===== src/rtl/alu_slice_pkg.sv =====
package alu_slice_pkg;

  localparam int unsigned SEL_W = 4;

  typedef enum logic {
    MODE_ARITH = 1'b0,
    MODE_LOGIC = 1'b1
  } alu_mode_e;

  // Per-bit term pair: wide term (propagate) and narrow term (generate).
  // The narrow term always implies the wide one.
  function automatic logic [1:0] bit_terms(logic [SEL_W-1:0] s, logic ai, logic bi);
    logic wide;
    logic narrow;
    wide   = ai | (s[0] & bi) | (s[1] & ~bi);
    narrow = (s[2] & ai & ~bi) | (s[3] & ai & bi);
    return {wide, narrow};
  endfunction

endpackage


===== src/rtl/alu_bit_terms.sv =====
module alu_bit_terms
  import alu_slice_pkg::*;
#(
  parameter int unsigned W = 4
) (
  input  logic [W-1:0]     a,
  input  logic [W-1:0]     b,
  input  logic [SEL_W-1:0] sel,
  output logic [W-1:0]     p,
  output logic [W-1:0]     g
);

  for (genvar i = 0; i < W; i++) begin : g_bit
    logic [1:0] t;
    assign t    = bit_terms(sel, a[i], b[i]);
    assign p[i] = t[1];
    assign g[i] = t[0];
  end

endmodule


===== src/rtl/alu_carry_lookahead.sv =====
module alu_carry_lookahead #(
  parameter int unsigned W = 4
) (
  input  logic [W-1:0] p,
  input  logic [W-1:0] g,
  input  logic         cin,
  output logic [W-1:0] c,
  output logic         cout,
  output logic         grp_p,
  output logic         grp_g
);

  // Sum-of-products carry into bit n, built only from p, g and cin
  function automatic logic carry_into(int n, logic [W-1:0] pv, logic [W-1:0] gv, logic ci);
    logic acc;
    logic term;
    acc = ci;
    for (int k = 0; k < n; k++) acc = acc & pv[k];
    for (int j = 0; j < n; j++) begin
      term = gv[j];
      for (int k = j + 1; k < n; k++) term = term & pv[k];
      acc = acc | term;
    end
    return acc;
  endfunction

  always_comb begin
    for (int i = 0; i < W; i++) c[i] = carry_into(i, p, g, cin);
    grp_p = &p;
    grp_g = carry_into(W, p, g, 1'b0);
    cout  = grp_g | (grp_p & cin);
  end

endmodule


===== src/rtl/alu_result_stage.sv =====
module alu_result_stage
  import alu_slice_pkg::*;
#(
  parameter int unsigned W = 4
) (
  input  logic [W-1:0] p,
  input  logic [W-1:0] g,
  input  logic [W-1:0] c,
  input  alu_mode_e    mode,
  output logic [W-1:0] f,
  output logic         eq
);

  logic [W-1:0] half;
  logic [W-1:0] c_eff;

  // Logic mode forces every internal carry to one, which inverts the half sum
  always_comb begin
    half  = p ^ g;
    c_eff = (mode == MODE_LOGIC) ? {W{1'b1}} : c;
    f     = half ^ c_eff;
    eq    = &f;
  end

endmodule


===== src/rtl/alu_slice.sv =====
module alu_slice
  import alu_slice_pkg::*;
#(
  parameter int unsigned W       = 4,
  parameter bit          REG_OUT = 1'b1
) (
  input  logic             clk,
  input  logic             rst_n,
  input  logic [W-1:0]     a,
  input  logic [W-1:0]     b,
  input  logic [SEL_W-1:0] sel,
  input  logic             mode,
  input  logic             cin_n,
  output logic [W-1:0]     f,
  output logic             cout_n,
  output logic             prop_n,
  output logic             gen_n,
  output logic             eq
);

  localparam int unsigned OUT_W = W + 4;

  alu_mode_e    mode_e;
  logic [W-1:0] bit_p;
  logic [W-1:0] bit_g;
  logic [W-1:0] bit_c;
  logic         carry_out;
  logic         grp_p;
  logic         grp_g;
  logic [W-1:0] f_d;
  logic         eq_d;
  logic         cout_n_d;
  logic [OUT_W-1:0] out_d;
  logic [OUT_W-1:0] out_q;

  assign mode_e = alu_mode_e'(mode);

  alu_bit_terms #(.W(W)) u_terms (
    .a   (a),
    .b   (b),
    .sel (sel),
    .p   (bit_p),
    .g   (bit_g)
  );

  alu_carry_lookahead #(.W(W)) u_cla (
    .p     (bit_p),
    .g     (bit_g),
    .cin   (~cin_n),
    .c     (bit_c),
    .cout  (carry_out),
    .grp_p (grp_p),
    .grp_g (grp_g)
  );

  alu_result_stage #(.W(W)) u_res (
    .p    (bit_p),
    .g    (bit_g),
    .c    (bit_c),
    .mode (mode_e),
    .f    (f_d),
    .eq   (eq_d)
  );

  always_comb begin
    cout_n_d = (mode_e == MODE_LOGIC) ? 1'b1 : ~carry_out;
    out_d    = {f_d, cout_n_d, ~grp_p, ~grp_g, eq_d};
  end

  if (REG_OUT) begin : g_reg
    // Reset pattern: f=0, cout_n=1, prop_n=1, gen_n=1, eq=0
    always_ff @(posedge clk or negedge rst_n) begin
      if (!rst_n) out_q <= {{W{1'b0}}, 1'b1, 1'b1, 1'b1, 1'b0};
      else        out_q <= out_d;
    end
  end else begin : g_comb
    assign out_q = out_d;
  end

  assign {f, cout_n, prop_n, gen_n, eq} = out_q;

endmodule


===== config.mk =====
export PLATFORM = sky130hd
export DESIGN_NAME = alu_slice
export DESIGN_NICKNAME = d
export VERILOG_FILES = /design/src/rtl/alu_slice_pkg.sv /design/src/rtl/alu_bit_terms.sv /design/src/rtl/alu_carry_lookahead.sv /design/src/rtl/alu_result_stage.sv /design/src/rtl/alu_slice.sv
export SDC_FILE = /design/constraint.sdc
export NUM_CORES = 1
export LEC_CHECK = 0
export BUFFER_PORTS_ARGS = -buffer_cell sky130_fd_sc_hd__buf_4
export CAP_MARGIN = 20
export CORE_AREA = 2 2 46 48
export DETAILED_ROUTE_END_ITERATION = 7
export DIE_AREA = 0 0 48 50
export GPL_ROUTABILITY_DRIVEN = 0
export HOLD_SLACK_MARGIN = 0.12
export SLEW_MARGIN = 0
export SYNTH_ARGS = -nofsm -noshare
export SYNTH_HDL_FRONTEND = slang
export SYNTH_SLANG_ARGS = --single-unit

===== constraint.sdc =====
create_clock -name clk -period 0.8 [get_ports clk]
set_input_delay 0.2 -clock clk [delete_from_list [all_inputs] [get_ports clk]]
set_output_delay 0.2 -clock clk [all_outputs]
set_load 0.01 [all_outputs]

==> flow_results.org <==
** Floorplan
- The floorplan step defined a die boundary enclosing 0.00240 mm².
- 24 I/O pins were placed.
- Die height :: 50 µm
- Number of core rows :: 16
- Initial core utilization :: 33.0%
- Die X-Extent :: 48 µm
- After floorplanning, the core was sized to cover 0.00190 mm².

** Power and ir drop
- Per report_power, the combinational group accounts for 47.4% of the total.
- VDD IR max :: 641 µV
- Fraction of power consumed by the clock network :: 20.3%
- Net switching is 27.9% of the power.
- In this run the static leakage power is 0.549 nW.
- Power spread over the standard cell area amounts to 1260 mW/mm².
- Registers are responsible for 32.3% of the overall power.
- Internal portion of total power :: 1.11 mW
- In this run the power spent charging and discharging nets is 428 µW.

** Setup path
- Critical Path Max Stage Delay :: 0.34 ns
- Family of cells with the greatest summed delay on the critical path :: compound AO/OA/AOI/OAI gates
- In this run the worst setup path begins at b[0].
- For the worst setup path, the data arrival time is 1.38 ns.
- Destination of the critical timing path :: out_q[0]
- Traced cell by cell, the critical path runs through buf_8 -> mux2_4 -> o21bai_4 -> a31oi_4 -> nor3b_2 -> o32a_1.
- Startpoint-to-endpoint class of the critical path :: in -> reg
- Number of stages on the worst setup path :: 6
- Maximum net fanout on the critical path :: 4
- The worst setup path is captured at a register.
- The slowest stage of the critical path is the sky130_fd_sc_hd__o32a_1 cell.
- Counting both buffers and inverters, the worst setup path holds a total of 1.
- The worst setup path is launched from a primary input.
- Required time at the endpoint of the critical path :: 0.93 ns

** Layout
- The finished layout holds 142 standard cells, fillers aside.
- The area growth from synthesis to layout is 94.4%.
- Ratio of cells with drive above 1 in the final layout :: 68.7%
- The register with the most flip-flops in the layout has 8 of them.
- The register with the most flip-flops in the final layout is out_q.
- 0 antenna diodes ended up in the layout.
- For this run, the share of the core covered by cells in the final layout is 64.2%.
- Largest registers in the final layout :: out_q x8
- Fin nets :: 132

** STA
- Transition time at the pin with the least slew margin :: 0.291 ns
- Ratio of final minimum period to clock period :: 156%
- The total count of max-transition violations in the final report is 0.
- The worst path in the final design needs a cycle of 1.25 ns, including I/O delays and setup.
- Maximum frequency from static timing analysis :: 800 MHz
- Setup repair after global routing could not meet its margin everywhere.
- Max_slew headroom :: 80.5%
- Final-report hold violation count :: 0
- Setup violations remaining at the end of the flow were counted as 16.
- After layout, the worst setup slack is -0.450 ns.
- Sum Neg Setup Slack :: -3.75 ns

** Synth
- In the synthesized netlist the dominant register cell turns out to be sky130_fd_sc_hd__dfrtp_1.
- Count of warnings emitted by yosys :: 0
- The mapped netlist covers 628 µm².
- Most common cell in the synthesized netlist :: sky130_fd_sc_hd__nor2_1
- By area, the combinational part of the netlist is dominated by multiplexers.
- The synthesized design contains 0 enable-type register cells.
- Synth top cells by count :: sky130_fd_sc_hd__nor2_1 (8), sky130_fd_sc_hd__dfrtp_1 (5), sky130_fd_sc_hd__mux2_2 (5), sky130_fd_sc_hd__inv_1 (4), sky130_fd_sc_hd__nor2b_1 (4)
- After Yosys synthesis, full adders, half adders and majority gates account for 0% of the synthesized area.
- Compound-gate portion of the synthesized area :: 17.9%
- After synthesis, the share of cell area in mux cells is 19.9%.
- Avg Synthesized Cell Area :: 9.81 µm²
- After Yosys synthesis, XOR and XNOR cells account for 6.97% of the synthesized area.
- Counting every instance in the synthesized netlist gives 64.
- For this run, asynchronously set or reset flops after synthesis account for 100%.
- After synthesis, the cell types taking the most area are sky130_fd_sc_hd__dfrtp_1 (20%), sky130_fd_sc_hd__dfstp_2 (13%), sky130_fd_sc_hd__mux2_2 (9.0%).
- Fraction of the mapped netlist area in simple logic gates :: 19.7%
- In this run, distinct cell masters in the synthesized netlist total 32.
- Summed over all instances, the cell type with the most area after synthesis is sky130_fd_sc_hd__dfrtp_1.
- The synthesized design contains 8 register bits.
- Area share of the leading cell type in the synthesized netlist :: 19.9%
- Sequential area share after synthesis :: 32.5%
- When the netlist entered floorplanning its net count stood at 80.

** Clock tree
- CTS placed an instance of sky130_fd_sc_hd__clkbuf_4 at the clock tree root.
- CTS buffer count :: 3
- Clock net sink count :: 8
- TritonCTS clock tree :: done
- Clock-pin slew was measured on the worst setup and hold paths at 0.05 ns.
- Maximum level of the CTS H-tree :: 1
- Maximum number of buffers from clock root to sink :: 2

** Global routing
- Total grt overflow :: 0
- Initial antenna violation count :: 0
- Wire length of the first global-routing pass :: 2570 µm
- Global routing consumed, over all layers together, 15.0% of the routing resources.
- Entering global routing, the biggest net connects 9 pins.
- Vias in the first global route :: 661

** Routing
- First-iteration detailed-routing DRC count :: 1
- The detailed router placed 653 vias in this run.
- In the final routed layout, each cell accounts on average for 11.2 µm.
- Total wire length :: 1590 µm
- First-pass DRT Iterations :: 4
- In this run the remaining antenna-violating nets after routing total 0.
- Using the TritonRoute via totals, the vias-per-cell ratio works out to 4.60.
- In the routed design, unresolved DRC markers number 0.

** Place
- Before CTS, the worst setup slack after placement is -0.717 ns.
- Number of cells in the design after placement :: 131
- Post-DP HPWL :: 1230 µm
- Count of buffers from port buffering :: 23

** Worst hold path
- Path class of the lowest-slack min-delay path :: in -> async

** Outcome
- Violated checks :: negative setup slack
- Result of the run :: finished, violations left

** Run
- Across the run, the number of max-cap violations was 0.
[power groups by stage]
stage	registers, mW	logic, mW	clock network (mW)
6_report	0.496	0.726	0.312
3_3_place_gp	0.491	0.565	0
3_5_place_dp	0.491	0.569	0
2_1_floorplan	0.524	0.232	0
5_1_grt	0.503	0.789	0.344
4_1_cts	0.496	0.684	0.330
[stage by stage]
| stage | hold slack (ns) | cell area, µm² | total power [mW] |
|---|---|---|---|
| after global placement | 0.0166 | 991 | 1.06 |
| after global routing | 0.325 | 1220 | 1.64 |
| final | 0.313 | 1220 | 1.53 |
| after CTS | 0.291 | 1170 | 1.51 |
| after detailed placement | 0.0172 | 991 | 1.06 |
| after floorplan | -0.0956 | 657 | 0.756 |
[worst min-delay path by stage]
| stage | to | slack, ns |
|---|---|---|
| CTS | out_q[4] | 0.29 |
| global route | out_q[5] | 0.32 |
| floorplan | out_q[0] | -0.1 |
| detailed placement | out_q[5] | 0.02 |
| global placement | out_q[5] | 0.02 |
| finish | out_q[4] | 0.31 |
[cell type report]
type / count / area [µm²]
sequential: 8 / 204
clock buffer: 4 / 26.3
fill: 161 / 681
timing repair buffer: 47 / 434
tap: 27 / 33.8
multi-input combinational: 51 / 504
inverter: 5 / 18.8
[per-layer routing]
metal	global-route usage [%]	wire (µm)	vias up
li1	-	-	329
met2	30.0	970	21
met3	1.10	71	0
met4	5.41	0	0
met5	0	0	-
met1	14.3	545	303
[kinds of logic (layout without fill, tap and decap cells)]
group	Yosys count	count (layout)
and+or+nand+nor	24	24
AOI/OAI and AO/OA	13	13
muxes	9	9
DFF	8	8
xor gates and xnor gates	5	5
buffers and inverters	5	56
[cell usage in the layout (no fill, tap or decap), types with 3 or more instances in the layout]
cell type / instances
sky130_fd_sc_hd__buf_4: 26
sky130_fd_sc_hd__buf_6: 19
sky130_fd_sc_hd__mux2_4: 4
sky130_fd_sc_hd__clkbuf_4: 3
sky130_fd_sc_hd__xnor2_1: 3
sky130_fd_sc_hd__nor2b_1: 3
sky130_fd_sc_hd__nor2_2: 5
sky130_fd_sc_hd__dfstp_2: 3
sky130_fd_sc_hd__dfrtp_1: 5
sky130_fd_sc_hd__inv_1: 4
[repair_timing]
item                                    in CTS  in global routing
endpoints found under the setup margin      16                 16
hold endpoints to repair                     8                  0
setup buffers                                4                  3
hold buffers                                 1                  0
gates resized for setup                     28                 11
pin swaps                                   11                  8
Note: power is estimated with default switching activity, not from simulation.
